<file path="config.mk">
export PLATFORM = sky130hd
export DESIGN_NAME = clk_pwr_ctrl
export DESIGN_NICKNAME = d
export VERILOG_FILES = /design/src/rtl/cpm_pkg.sv /design/src/rtl/cpm_qual_cnt.sv /design/src/rtl/cpm_ce_div.sv /design/src/rtl/cpm_fsm.sv /design/src/rtl/clk_pwr_ctrl.sv
export SDC_FILE = /design/constraint.sdc
export NUM_CORES = 1
export LEC_CHECK = 0
export ABC_AREA = 1
export BUFFER_PORTS_ARGS = -buffer_cell sky130_fd_sc_hd__clkbuf_2
export CORE_ASPECT_RATIO = 1.75
export CORE_MARGIN = 3
export CORE_UTILIZATION = 40
export DETAILED_ROUTE_END_ITERATION = 8
export HOLD_SLACK_MARGIN = 0.03
export PLACE_DENSITY = 0.61
export SETUP_SLACK_MARGIN = 0.3
export SYNTH_ARGS = -nofsm -noshare
export SYNTH_HDL_FRONTEND = slang
export SYNTH_SLANG_ARGS = --single-unit
</file>
<file path="constraint.sdc">
create_clock -name clk -period 1.64 [get_ports clk]
set_input_delay 0.082 -clock clk [delete_from_list [all_inputs] [get_ports clk]]
set_output_delay 0.082 -clock clk [all_outputs]
set_load 0.01 [all_outputs]
</file>
<file path="src/rtl/cpm_pkg.sv">
package cpm_pkg;
  typedef enum logic [2:0] {
    M_NORMAL = 3'd0, M_SLOW = 3'd1, M_IDLE2 = 3'd2, M_IDLE1 = 3'd3, M_STOP = 3'd4
  } mode_e;

  typedef enum logic [1:0] {
    S_HOSC = 2'd0, S_LOSC = 2'd1, S_MUL = 2'd2, S_RSVD = 2'd3
  } src_e;

  localparam int unsigned CFG_SINGLE = 0;
  localparam int unsigned CFG_DUAL   = 1;
  localparam int unsigned CFG_TRIPLE = 2;
  localparam int unsigned MUL_FACTOR = 4;
  localparam int unsigned GEAR_MAX   = 16;

  function automatic int unsigned gear_div(input logic [2:0] code);
    case (code)
      3'd0:    return 1;
      3'd1:    return 2;
      3'd2:    return 4;
      3'd3:    return 8;
      default: return GEAR_MAX;
    endcase
  endfunction
endpackage

</file>
<file path="src/rtl/cpm_qual_cnt.sv">
module cpm_qual_cnt #(
  parameter int unsigned LIMIT = 20
) (
  input  logic clk,
  input  logic rst_n,
  input  logic run,
  output logic done
);
  localparam int unsigned W = $clog2(LIMIT + 1);
  logic [W-1:0] cnt_q;

  assign done = (cnt_q == W'(LIMIT));

  always_ff @(posedge clk or negedge rst_n) begin
    if (!rst_n)     cnt_q <= '0;
    else if (!run)  cnt_q <= '0;
    else if (!done) cnt_q <= cnt_q + 1'b1;
  end
endmodule

</file>
<file path="src/rtl/cpm_ce_div.sv">
module cpm_ce_div
  import cpm_pkg::*;
#(
  parameter int unsigned LOSC_DIV = 100,
  parameter int unsigned PER_W    = 8
) (
  input  logic       clk,
  input  logic       rst_n,
  input  src_e       src,
  input  logic [2:0] gear,
  output logic       tick
);
  localparam int unsigned RST_PER = 2 * MUL_FACTOR * GEAR_MAX;

  logic [PER_W-1:0] cnt_q;
  logic [PER_W-1:0] reload;
  int unsigned      per_i;

  always_comb begin
    case (src)
      S_MUL:   per_i = 2 * gear_div(gear);
      S_LOSC:  per_i = 2 * LOSC_DIV;
      default: per_i = 2 * MUL_FACTOR * gear_div(gear);
    endcase
    reload = PER_W'(per_i - 1);
  end

  assign tick = (cnt_q == '0);

  // reload only at the end of a period, so changes land on a boundary
  always_ff @(posedge clk or negedge rst_n) begin
    if (!rst_n)    cnt_q <= PER_W'(RST_PER - 1);
    else if (tick) cnt_q <= reload;
    else           cnt_q <= cnt_q - 1'b1;
  end

  AST_CE_NO_BURST: assert property (@(posedge clk) disable iff (!rst_n)
    tick |=> !tick);
endmodule

</file>
<file path="src/rtl/cpm_fsm.sv">
module cpm_fsm
  import cpm_pkg::*;
#(
  parameter bit HAS_LOSC = 1'b1,
  parameter bit HAS_MUL  = 1'b1
) (
  input  logic       clk,
  input  logic       rst_n,
  input  logic       src_wr,
  input  logic [1:0] src_sel,
  input  logic       gear_wr,
  input  logic [2:0] gear_sel,
  input  logic       mul_wr,
  input  logic       mul_start,
  input  logic       hosc_wr,
  input  logic       hosc_on_req,
  input  logic       stby_wr,
  input  logic [1:0] stby_sel,
  input  logic       sleep_req,
  input  logic       wake_irq,
  input  logic       mul_locked,
  input  logic       warm_done,
  output mode_e      mode_q,
  output src_e       src_q,
  output logic [2:0] gear_q,
  output logic       mul_on_q,
  output logic       hosc_on_q,
  output logic       warming_q,
  output logic       err_q
);
  mode_e      mode_d;
  src_e       src_d;
  logic [2:0] gear_d;
  logic [1:0] stby_q, stby_d;
  logic       mul_d, hosc_d, warm_d, err_d;
  logic       cpu_active, any_req;
  mode_e      resume;

  assign cpu_active = (mode_q == M_NORMAL) || (mode_q == M_SLOW);
  assign any_req    = src_wr | gear_wr | mul_wr | hosc_wr | stby_wr | sleep_req;
  assign resume     = (src_q == S_LOSC) ? M_SLOW : M_NORMAL;

  always_comb begin
    mode_d = mode_q;  src_d = src_q;   gear_d = gear_q; stby_d = stby_q;
    mul_d  = mul_on_q; hosc_d = hosc_on_q; warm_d = warming_q; err_d = 1'b0;
    if (!cpu_active) begin
      err_d = any_req;
      if (mode_q == M_STOP) begin
        if (warming_q) begin
          if (warm_done) begin warm_d = 1'b0; mode_d = resume; end
        end else if (wake_irq) begin
          warm_d = 1'b1; hosc_d = 1'b1;
        end
      end else if (wake_irq) begin
        mode_d = resume;
      end
    end else if (sleep_req) begin
      case (stby_q)
        2'd0:    mode_d = M_IDLE2;
        2'd1:    mode_d = M_IDLE1;
        default: if (mul_on_q) err_d = 1'b1; else mode_d = M_STOP;
      endcase
    end else if (src_wr) begin
      case (src_sel)
        S_HOSC:  if (!hosc_on_q) err_d = 1'b1;
                 else begin src_d = S_HOSC; mode_d = M_NORMAL; end
        S_LOSC:  if (!HAS_LOSC) err_d = 1'b1;
                 else begin src_d = S_LOSC; mode_d = M_SLOW; end
        S_MUL:   if (!HAS_MUL || mode_q == M_SLOW || !mul_on_q || !mul_locked) err_d = 1'b1;
                 else begin src_d = S_MUL; mode_d = M_NORMAL; end
        default: err_d = 1'b1;
      endcase
    end else if (gear_wr) begin
      gear_d = gear_sel;
    end else if (mul_wr) begin
      if (!HAS_MUL || mode_q == M_SLOW)  err_d = 1'b1;
      else if (mul_start)                begin if (!hosc_on_q) err_d = 1'b1; else mul_d = 1'b1; end
      else if (src_q == S_MUL)           err_d = 1'b1;
      else                               mul_d = 1'b0;
    end else if (hosc_wr) begin
      if (hosc_on_req)                            hosc_d = 1'b1;
      else if (mul_on_q || src_q != S_LOSC)       err_d = 1'b1;
      else                                        hosc_d = 1'b0;
    end else if (stby_wr) begin
      if (stby_sel == 2'd3) err_d = 1'b1;
      else                  stby_d = stby_sel;
    end
  end

  always_ff @(posedge clk or negedge rst_n) begin
    if (!rst_n) begin
      mode_q <= M_NORMAL; src_q <= S_HOSC; gear_q <= 3'd4; stby_q <= 2'd0;
      mul_on_q <= 1'b0; hosc_on_q <= 1'b1; warming_q <= 1'b0; err_q <= 1'b0;
    end else begin
      mode_q <= mode_d; src_q <= src_d; gear_q <= gear_d; stby_q <= stby_d;
      mul_on_q <= mul_d; hosc_on_q <= hosc_d; warming_q <= warm_d; err_q <= err_d;
    end
  end

  AST_MUL_NEEDS_HOSC: assert property (@(posedge clk) disable iff (!rst_n)
    mul_on_q |-> hosc_on_q);
  AST_STOP_NO_MUL: assert property (@(posedge clk) disable iff (!rst_n)
    (mode_q == M_STOP) |-> !mul_on_q);
  AST_MUL_SRC_ON: assert property (@(posedge clk) disable iff (!rst_n)
    (src_q == S_MUL) |-> mul_on_q);
  AST_SLOW_MUL_FROZEN: assert property (@(posedge clk) disable iff (!rst_n)
    (mode_q == M_SLOW && mul_wr && !sleep_req && !src_wr && !gear_wr)
      |=> ($stable(mul_on_q) && err_q));
  AST_WAKE_STOP_WARM: assert property (@(posedge clk) disable iff (!rst_n)
    (mode_q == M_STOP && !warming_q && wake_irq) |=> (warming_q && hosc_on_q));
endmodule

</file>
<file path="src/rtl/clk_pwr_ctrl.sv">
module clk_pwr_ctrl
  import cpm_pkg::*;
#(
  parameter int unsigned CLK_CFG     = 2,
  parameter int unsigned LOSC_DIV    = 100,
  parameter int unsigned LOCK_CYCLES = 20,
  parameter int unsigned WARM_CYCLES = 50
) (
  input  logic       clk,
  input  logic       rst_n,
  input  logic       src_wr,
  input  logic [1:0] src_sel,
  input  logic       gear_wr,
  input  logic [2:0] gear_sel,
  input  logic       mul_wr,
  input  logic       mul_start,
  input  logic       hosc_wr,
  input  logic       hosc_on_req,
  input  logic       stby_wr,
  input  logic [1:0] stby_sel,
  input  logic       sleep_req,
  input  logic       wake_irq,
  input  logic       mul_lock,
  output logic [2:0] mode,
  output logic       sys_ce,
  output logic       cpu_run,
  output logic       io_run,
  output logic       hosc_run,
  output logic       losc_run,
  output logic       mul_run,
  output logic       req_err
);
  localparam bit          HAS_LOSC = (CLK_CFG != CFG_SINGLE);
  localparam bit          HAS_MUL  = (CLK_CFG == CFG_TRIPLE);
  localparam int unsigned HI_PER   = 2 * MUL_FACTOR * GEAR_MAX;
  localparam int unsigned MAX_PER  = (2 * LOSC_DIV > HI_PER) ? 2 * LOSC_DIV : HI_PER;
  localparam int unsigned PER_W    = $clog2(MAX_PER + 1);

  mode_e      mode_q;
  src_e       src_q;
  logic [2:0] gear_q;
  logic       mul_on, hosc_on, warming, locked, warm_done, tick;

  cpm_fsm #(.HAS_LOSC(HAS_LOSC), .HAS_MUL(HAS_MUL)) u_fsm (
    .clk, .rst_n, .src_wr, .src_sel, .gear_wr, .gear_sel, .mul_wr, .mul_start,
    .hosc_wr, .hosc_on_req, .stby_wr, .stby_sel, .sleep_req, .wake_irq,
    .mul_locked(locked), .warm_done, .mode_q, .src_q, .gear_q,
    .mul_on_q(mul_on), .hosc_on_q(hosc_on), .warming_q(warming), .err_q(req_err)
  );

  generate
    if (HAS_MUL) begin : g_lock
      cpm_qual_cnt #(.LIMIT(LOCK_CYCLES)) u_lock (
        .clk, .rst_n, .run(mul_on & mul_lock), .done(locked)
      );
    end else begin : g_nolock
      assign locked = 1'b0;
    end
  endgenerate

  cpm_qual_cnt #(.LIMIT(WARM_CYCLES)) u_warm (
    .clk, .rst_n, .run(warming), .done(warm_done)
  );

  cpm_ce_div #(.LOSC_DIV(LOSC_DIV), .PER_W(PER_W)) u_div (
    .clk, .rst_n, .src(src_q), .gear(gear_q), .tick
  );

  assign mode     = mode_q;
  assign cpu_run  = (mode_q == M_NORMAL) || (mode_q == M_SLOW);
  assign io_run   = cpu_run || (mode_q == M_IDLE2);
  assign sys_ce   = tick & io_run;
  assign hosc_run = hosc_on & ((mode_q != M_STOP) | warming);
  assign losc_run = HAS_LOSC & (mode_q != M_STOP);
  assign mul_run  = mul_on;
endmodule

</file>
# Word-level counts from Yosys, hierarchy flattened
# Cells that the tools add are included.
# W data, S select, Z words.
[op_classes]
n_reduce_logical = 24
bitwise_logic = 17
addsub = 4
n_eq_ne = 36
muxes = 58
[op_table]
columns = ["operator", "count"]
rows = [
  ["$mux W1", 35],
  ["$mux W3", 10],
  ["$reduce_and A8 Y1", 3],
  ["$ne A2 B2 Y1 const B", 10],
  ["$pmux W5 S4", 1],
  ["$pmux W8 S2", 1],
  ["$sub A8 B1 Y8 const B", 2],
  ["$mux W6", 2],
  ["$mux W5", 2],
  ["$eq A3 B2 Y1 const B", 3],
  ["$ne A3 B3 Y1 const B", 3],
  ["$pmux W3 S3", 1],
  ["$reduce_and A9 Y1", 1],
  ["$logic_not A8 Y1", 1],
  ["$mux W8", 1],
  ["$not A1 Y1", 8],
  ["$add A6 B1 Y6 const B", 1],
  ["$eq A2 B1 Y1 const B", 3],
  ["$eq A2 B2 Y1 const B", 3],
  ["$eq A3 B1 Y1 const B", 2],
  ["$eq A6 B6 Y1 const B", 1],
  ["$logic_not A3 Y1", 2],
  ["$ne A2 B1 Y1 const B", 3],
  ["$ne A3 B2 Y1 const B", 2],
  ["other kinds (22)", 38],
]
[totals]
in_bits = 19
regBits = 33
word_cells = 150
output_inout_bits = 10

# Logic depth before layout (Yosys ltp)
[depth]
ltp_word = 10
ltp_mapped = 12
mapped_depth_nobuf = 12

# Cells and area by module
# A second synthesis with hierarchy kept.
[hier_totals]
cells_unflattened = 311
area_unflattened_um2 = 2316.0
[by_module_without_submodules]
columns = ["mod", "n_inst", "cells_per_inst", "area_each_um2"]
rows = [
  ["cpm_fsm", 1, 123, 918.4],
  ["cpm_ce_div", 1, 99, 723.2],
  ["cpm_qual_cnt (u_warm)", 1, 40, 332.8],
  ["cpm_qual_cnt (g_lock.u_lock)", 1, 38, 289.0],
  ["clk_pwr_ctrl", 1, 11, 52.6],
]

# Worst setup path after synthesis
# No wires, ideal clock.
[synth_path]
path_type = "register to register"
startpoint = "register u_fsm.src_q[0]"
endpoint = "register u_div.cnt_q[2]"
path_stages_with_launch = 9
t_arrival_ns = 1.481
required_ns = 1.556
path_slack_ns = 0.076
path_buffers = 0
path_cell_list = "dfrtp_1 inv_1 ha_1 inv_2 nand2_1 nor2_1 a21oi_1 ha_1 xor2_1"
[synth_via]
elab_chain_cells = 4
word_cells_on_any_way = 5
classes_between = "add/sub (1); eq/ne (2); mux (2)"
[synth_lines]
columns = ["item", "line_no", "source"]
rows = [
  ["start: declaration", "cpm_fsm.sv:24", "output src_e src_q,"],
  ["start signal: assignment", "cpm_fsm.sv:95", "mode_q <= mode_d; src_q <= src_d; gear_q <= gear_d; stby_q <= stby_d;"],
  ["$eq A2 B1 Y1 or $eq A2 B2 Y1 (tied branches)", "--", ""],
  ["$pmux W8 S2 *", "cpm_ce_div.sv:20", "case (src)"],
  ["$sub A8 B1 Y8 *", "cpm_ce_div.sv:25", "reload = PER_W'(per_i - 1);"],
  ["$mux W8 *", "cpm_ce_div.sv:33", "else if (tick) cnt_q <= reload;"],
  ["end signal: assignment", "cpm_ce_div.sv:32", "if (!rst_n) cnt_q <= PER_W'(RST_PER - 1);"],
  ["end signal: assignment", "cpm_ce_div.sv:33", ""],
  ["end signal: assignment", "cpm_ce_div.sv:34", "else cnt_q <= cnt_q - 1'b1;"],
  ["end: declaration", "cpm_ce_div.sv:15", "logic [PER_W-1:0] cnt_q;"],
]
# Mark *: on every way between the ends. The rest lies on a longest branch, timed or not.
# A chain may end at the register's enable or synchronous reset.

# Final worst setup path
[layout_path]
startpoint = "register u_fsm.src_q[1]"
endpoint = "register u_div.cnt_q[6]"
# The elaborated chain is that of the path after synthesis.

==> impl_metrics.py <==
metrics = {
    "placement": {
        "hpwlAfterDp_um": 3710,
        "gp_congestion": 0.796,
        "dp_cells": 356,
        "io_buffers": 28,
        "place_area_um2": 2340,
        "place_ws_ns": 0.0926,
    },
    "sta": {
        "max_freq_mhz": 641,
        "slew_violations": 0,
        "setup-violations-final": 0,
        "period_needed_ns": 1.56,
        "finalClockSkew_ns": 0.00605,
        "setup_tns_ns": 0,
        "rsz0062_at_grt": "yes",
        "whs_ns": 0.0487,
        "hold_viol": 0,
        "slew_headroom": 0.710,
        "min_period_over_period": 0.952,
        "worst_slew_pin_slew_ns": 0.434,
        "setup_ws_ns": 0.0790,
    },
    "floorplan": {
        "initial_utilization": 0.423,
        "io_pins": 29,
        "row_count": 33,
        "die_area_um2": 6040,
        "die_w_um": 60.0,
        "core_um2": 4830,
        "chipHeight_um": 101,
    },
    "setup_path": {
        "required_ns": 1.87,
        "crit_family": "adder cells",
        "critPathKind": "register to register",
        "cp_slowest_cell": "dfrtp_1",
        "crit_path_cell_trace": "ha_4, inv_4, nand2_4, nor2_2, a21oi_1, ha_2, nand3_2, nand2_1, nand2_1",
        "end_kind": "register",
        "critPathLaunchType": "register",
        "r2r-start": "u_fsm.src_q[1]",
        "critPathMostFrequentCell": "nand2_1",
        "crit_path_max_incr_delay_ns": 0.42,
        "reg2regPathDepth": 9,
        "cp_num_buf_inv": 1,
        "path_max_fanout": 5,
        "r2r_setup_slack_ns": 0.08,
        "cp_data_arrival_time_ns": 1.79,
        "rr_endpoint": "u_div.cnt_q[6]",
    },
    "synthesis": {
        "synthAdderAreaFrac": 0.0673,
        "synth_ff_type": "dfrtp_1",
        "synth_warnings": 0,
        "synthXorXnorAreaFrac": 0.0300,
        "netlist_area_um2": 2040,
        "synth_compound_area_frac": 0.0949,
        "synth_top_family_by_area": "simple AND/OR/NAND/NOR gates",
        "syn_avg_cell_area_um2": 7.46,
        "synth_cell_types": 28,
        "synth_simple_gate_area_frac": 0.311,
        "syn-num-nets": 304,
        "synthCells": 274,
        "synth_seq_cells": 33,
        "synth-edff-count": 0,
        "seq_area_frac_synth": 0.409,
        "synth_mux_area_frac": 0,
        "synthArstFlopShare": 1.00,
    },
    "cells_and_area": {
        "instances_no_fill": 396,
        "fillers": 446,
        "mostFrequentLayoutCell": "nand2_1",
        "final_core_util": 0.620,
        "diodes": 0,
        "drive_gt1_frac": 0.439,
        "nets": 373,
        "mostFrequentLayoutCells": "47 x nand2_1, 38 x inv_1, 23 x nor2_1, 23 x clkbuf_2",
        "area_growth_pct": 46.4,
        "stdcell_area_um2": 2990,
    },
    "routing": {
        "antenna_left": 0,
        "dr.pass1.iters": 4,
        "postRouteWirelength_um": 5250,
        "wl_per_cell_um": 13.3,
        "drc": 0,
        "drtIter0Drc": 35,
        "vias": 1988,
        "vias_per_cell": 5.02,
    },
    "cts": {
        "path_clk_slew_ns": 0.08,
        "cts_tree": "done",
        "clockRootBuffer": "clkbuf_8",
        "htreeDepth": 2,
        "clockBufferDepth": 2,
        "clkLatencyLatePin_ns": 0.30,
        "clock_sinks": 33,
        "numCtsBuffers": 5,
    },
    "flow_run": {
        "drv_cap": 0,
    },
    "power": {
        "powerDensity_nw_per_um2": 1190,
        "peakVddDrop_v": 0.000728,
        "finalPower_mw": 3.57,
        "p_leak_nw": 1.42,
    },
    "global_route": {
        "grt_usage": 0.188,
        "grt_pass1_wl_um": 8650,
        "antenna_found_initial": 0,
        "grt_pass1_vias": 1993,
        "grt_max_degree": 34,
        "grt-ovfl-total": 0,
    },
    "min_path": {
        "hold-path-endpoint": "u_fsm.gear_q[0]",
        "hold_class": "input port to register",
        "worstHoldStart": "gear_sel[0]",
        "hold-path-cell-count": 3,
    },
    "status": {
        "status": "finished, final reports clean",
    },
}
[worst max path at each step]
stage | slack (ns) | endpoint | cells past startpoint | start
floorplan | 0.23 | u_div.cnt_q[7] | 10 | u_fsm.src_q[1]
global placement | 0.12 | u_div.cnt_q[7] | 11 | u_fsm.src_q[0]
detailed placement | 0.09 | u_div.cnt_q[7] | 10 | u_fsm.src_q[1]
CTS | 0.08 | u_div.cnt_q[7] | 10 | u_fsm.src_q[1]
global route | -0.05 | u_div.cnt_q[6] | 8 | u_fsm.src_q[1]
finish | 0.08 | u_div.cnt_q[6] | 9 | u_fsm.src_q[1]
[state kept, by name, indices dropped and copies added (netlist names)]
register and flops:
u_fsm.hosc_on_q 1, g_lock.u_lock.cnt_q 5, u_fsm.mode_q 3, u_fsm.mul_on_q 1
u_warm.cnt_q 6, u_fsm.stby_q 2, u_fsm.gear_q 3, u_div.cnt_q 8
u_fsm.err_q 1, u_fsm.src_q 2, u_fsm.warming_q 1
[cells by family (layout without fill, tap and decap cells)]
family	count (synthesis)	in the layout
simple gates	142	142
buf+inv	47	117
compound gates	34	34
flops	33	33
fa+ha+maj	11	11
xor+xnor	7	7
[synth_stat cells, types with 4 or more instances]
cell type / instances / area [um^2]
dfstp_2: 9 / 236
o21ai_1: 4 / 20.0
nand3_1: 22 / 110
nor2_1: 37 / 139
inv_1: 43 / 161
xor2_1: 5 / 43.8
nor3_2: 4 / 40.0
a21oi_1: 15 / 75.1
nand4_1: 5 / 31.3
o21ai_0: 9 / 45.0
ha_1: 11 / 138
nor3_1: 4 / 20.0
dfrtp_1: 24 / 601
nand2_1: 62 / 233
[layout make-up]
| class | instances | area, um^2 | share of cell area |
|---|---|---|---|
| Multi-Input combinational cell | 194 | 1360 | 0.453 |
| Sequential cell | 33 | 841 | 0.281 |
| Timing Repair Buffer | 62 | 459 | 0.153 |
| Inverter | 47 | 186 | 0.0623 |
| Clock buffer | 5 | 68.8 | 0.0230 |
| Tap cell | 52 | 65.1 | 0.0217 |
| Clock inverter | 3 | 17.5 | 0.00585 |
[repair_timing]
action	4_1_cts	5_1_grt
setup endpoints to repair	21	28
gates resized for setup	21	67
pin swaps	18	24
setup buffers	16	13
hold buffers	3	0
endpoints found under the hold margin	26	0
[report_power, final]
part           leakage (nW)  internal [mW]  total (mW)  switching [mW]
Clock                0.0439          0.293       0.621           0.328
Combinational         0.997          0.789        1.75           0.965
Sequential            0.383           1.01        1.20           0.182
Total                  1.42           2.10        3.57            1.48
[worst reg2reg max path, cell delays in order (launching register included)]
cell and delay [ns]:
dfrtp_1 0.42, ha_4 0.32, inv_4 0.05, nand2_4 0.06
nor2_2 0.05, a21oi_1 0.14, ha_2 0.27, nand3_2 0.07
nand2_1 0.06, nand2_1 0.04
[per-layer routing]
| layer | share of wire | routed length (um) | vias to the layer above | global-route usage |
|---|---|---|---|---|
| li1 | - | - | 1011 | - |
| met1 | 0.38 | 2010 | 929 | 0.195 |
| met2 | 0.55 | 2910 | 33 | 0.348 |
| met3 | 0.031 | 163 | 15 | 0.0359 |
| met4 | 0.032 | 167 | 0 | 0.0836 |
| met5 | 0 | 0 | - | 0 |
Note: power is estimated with default switching activity, not from simulation.
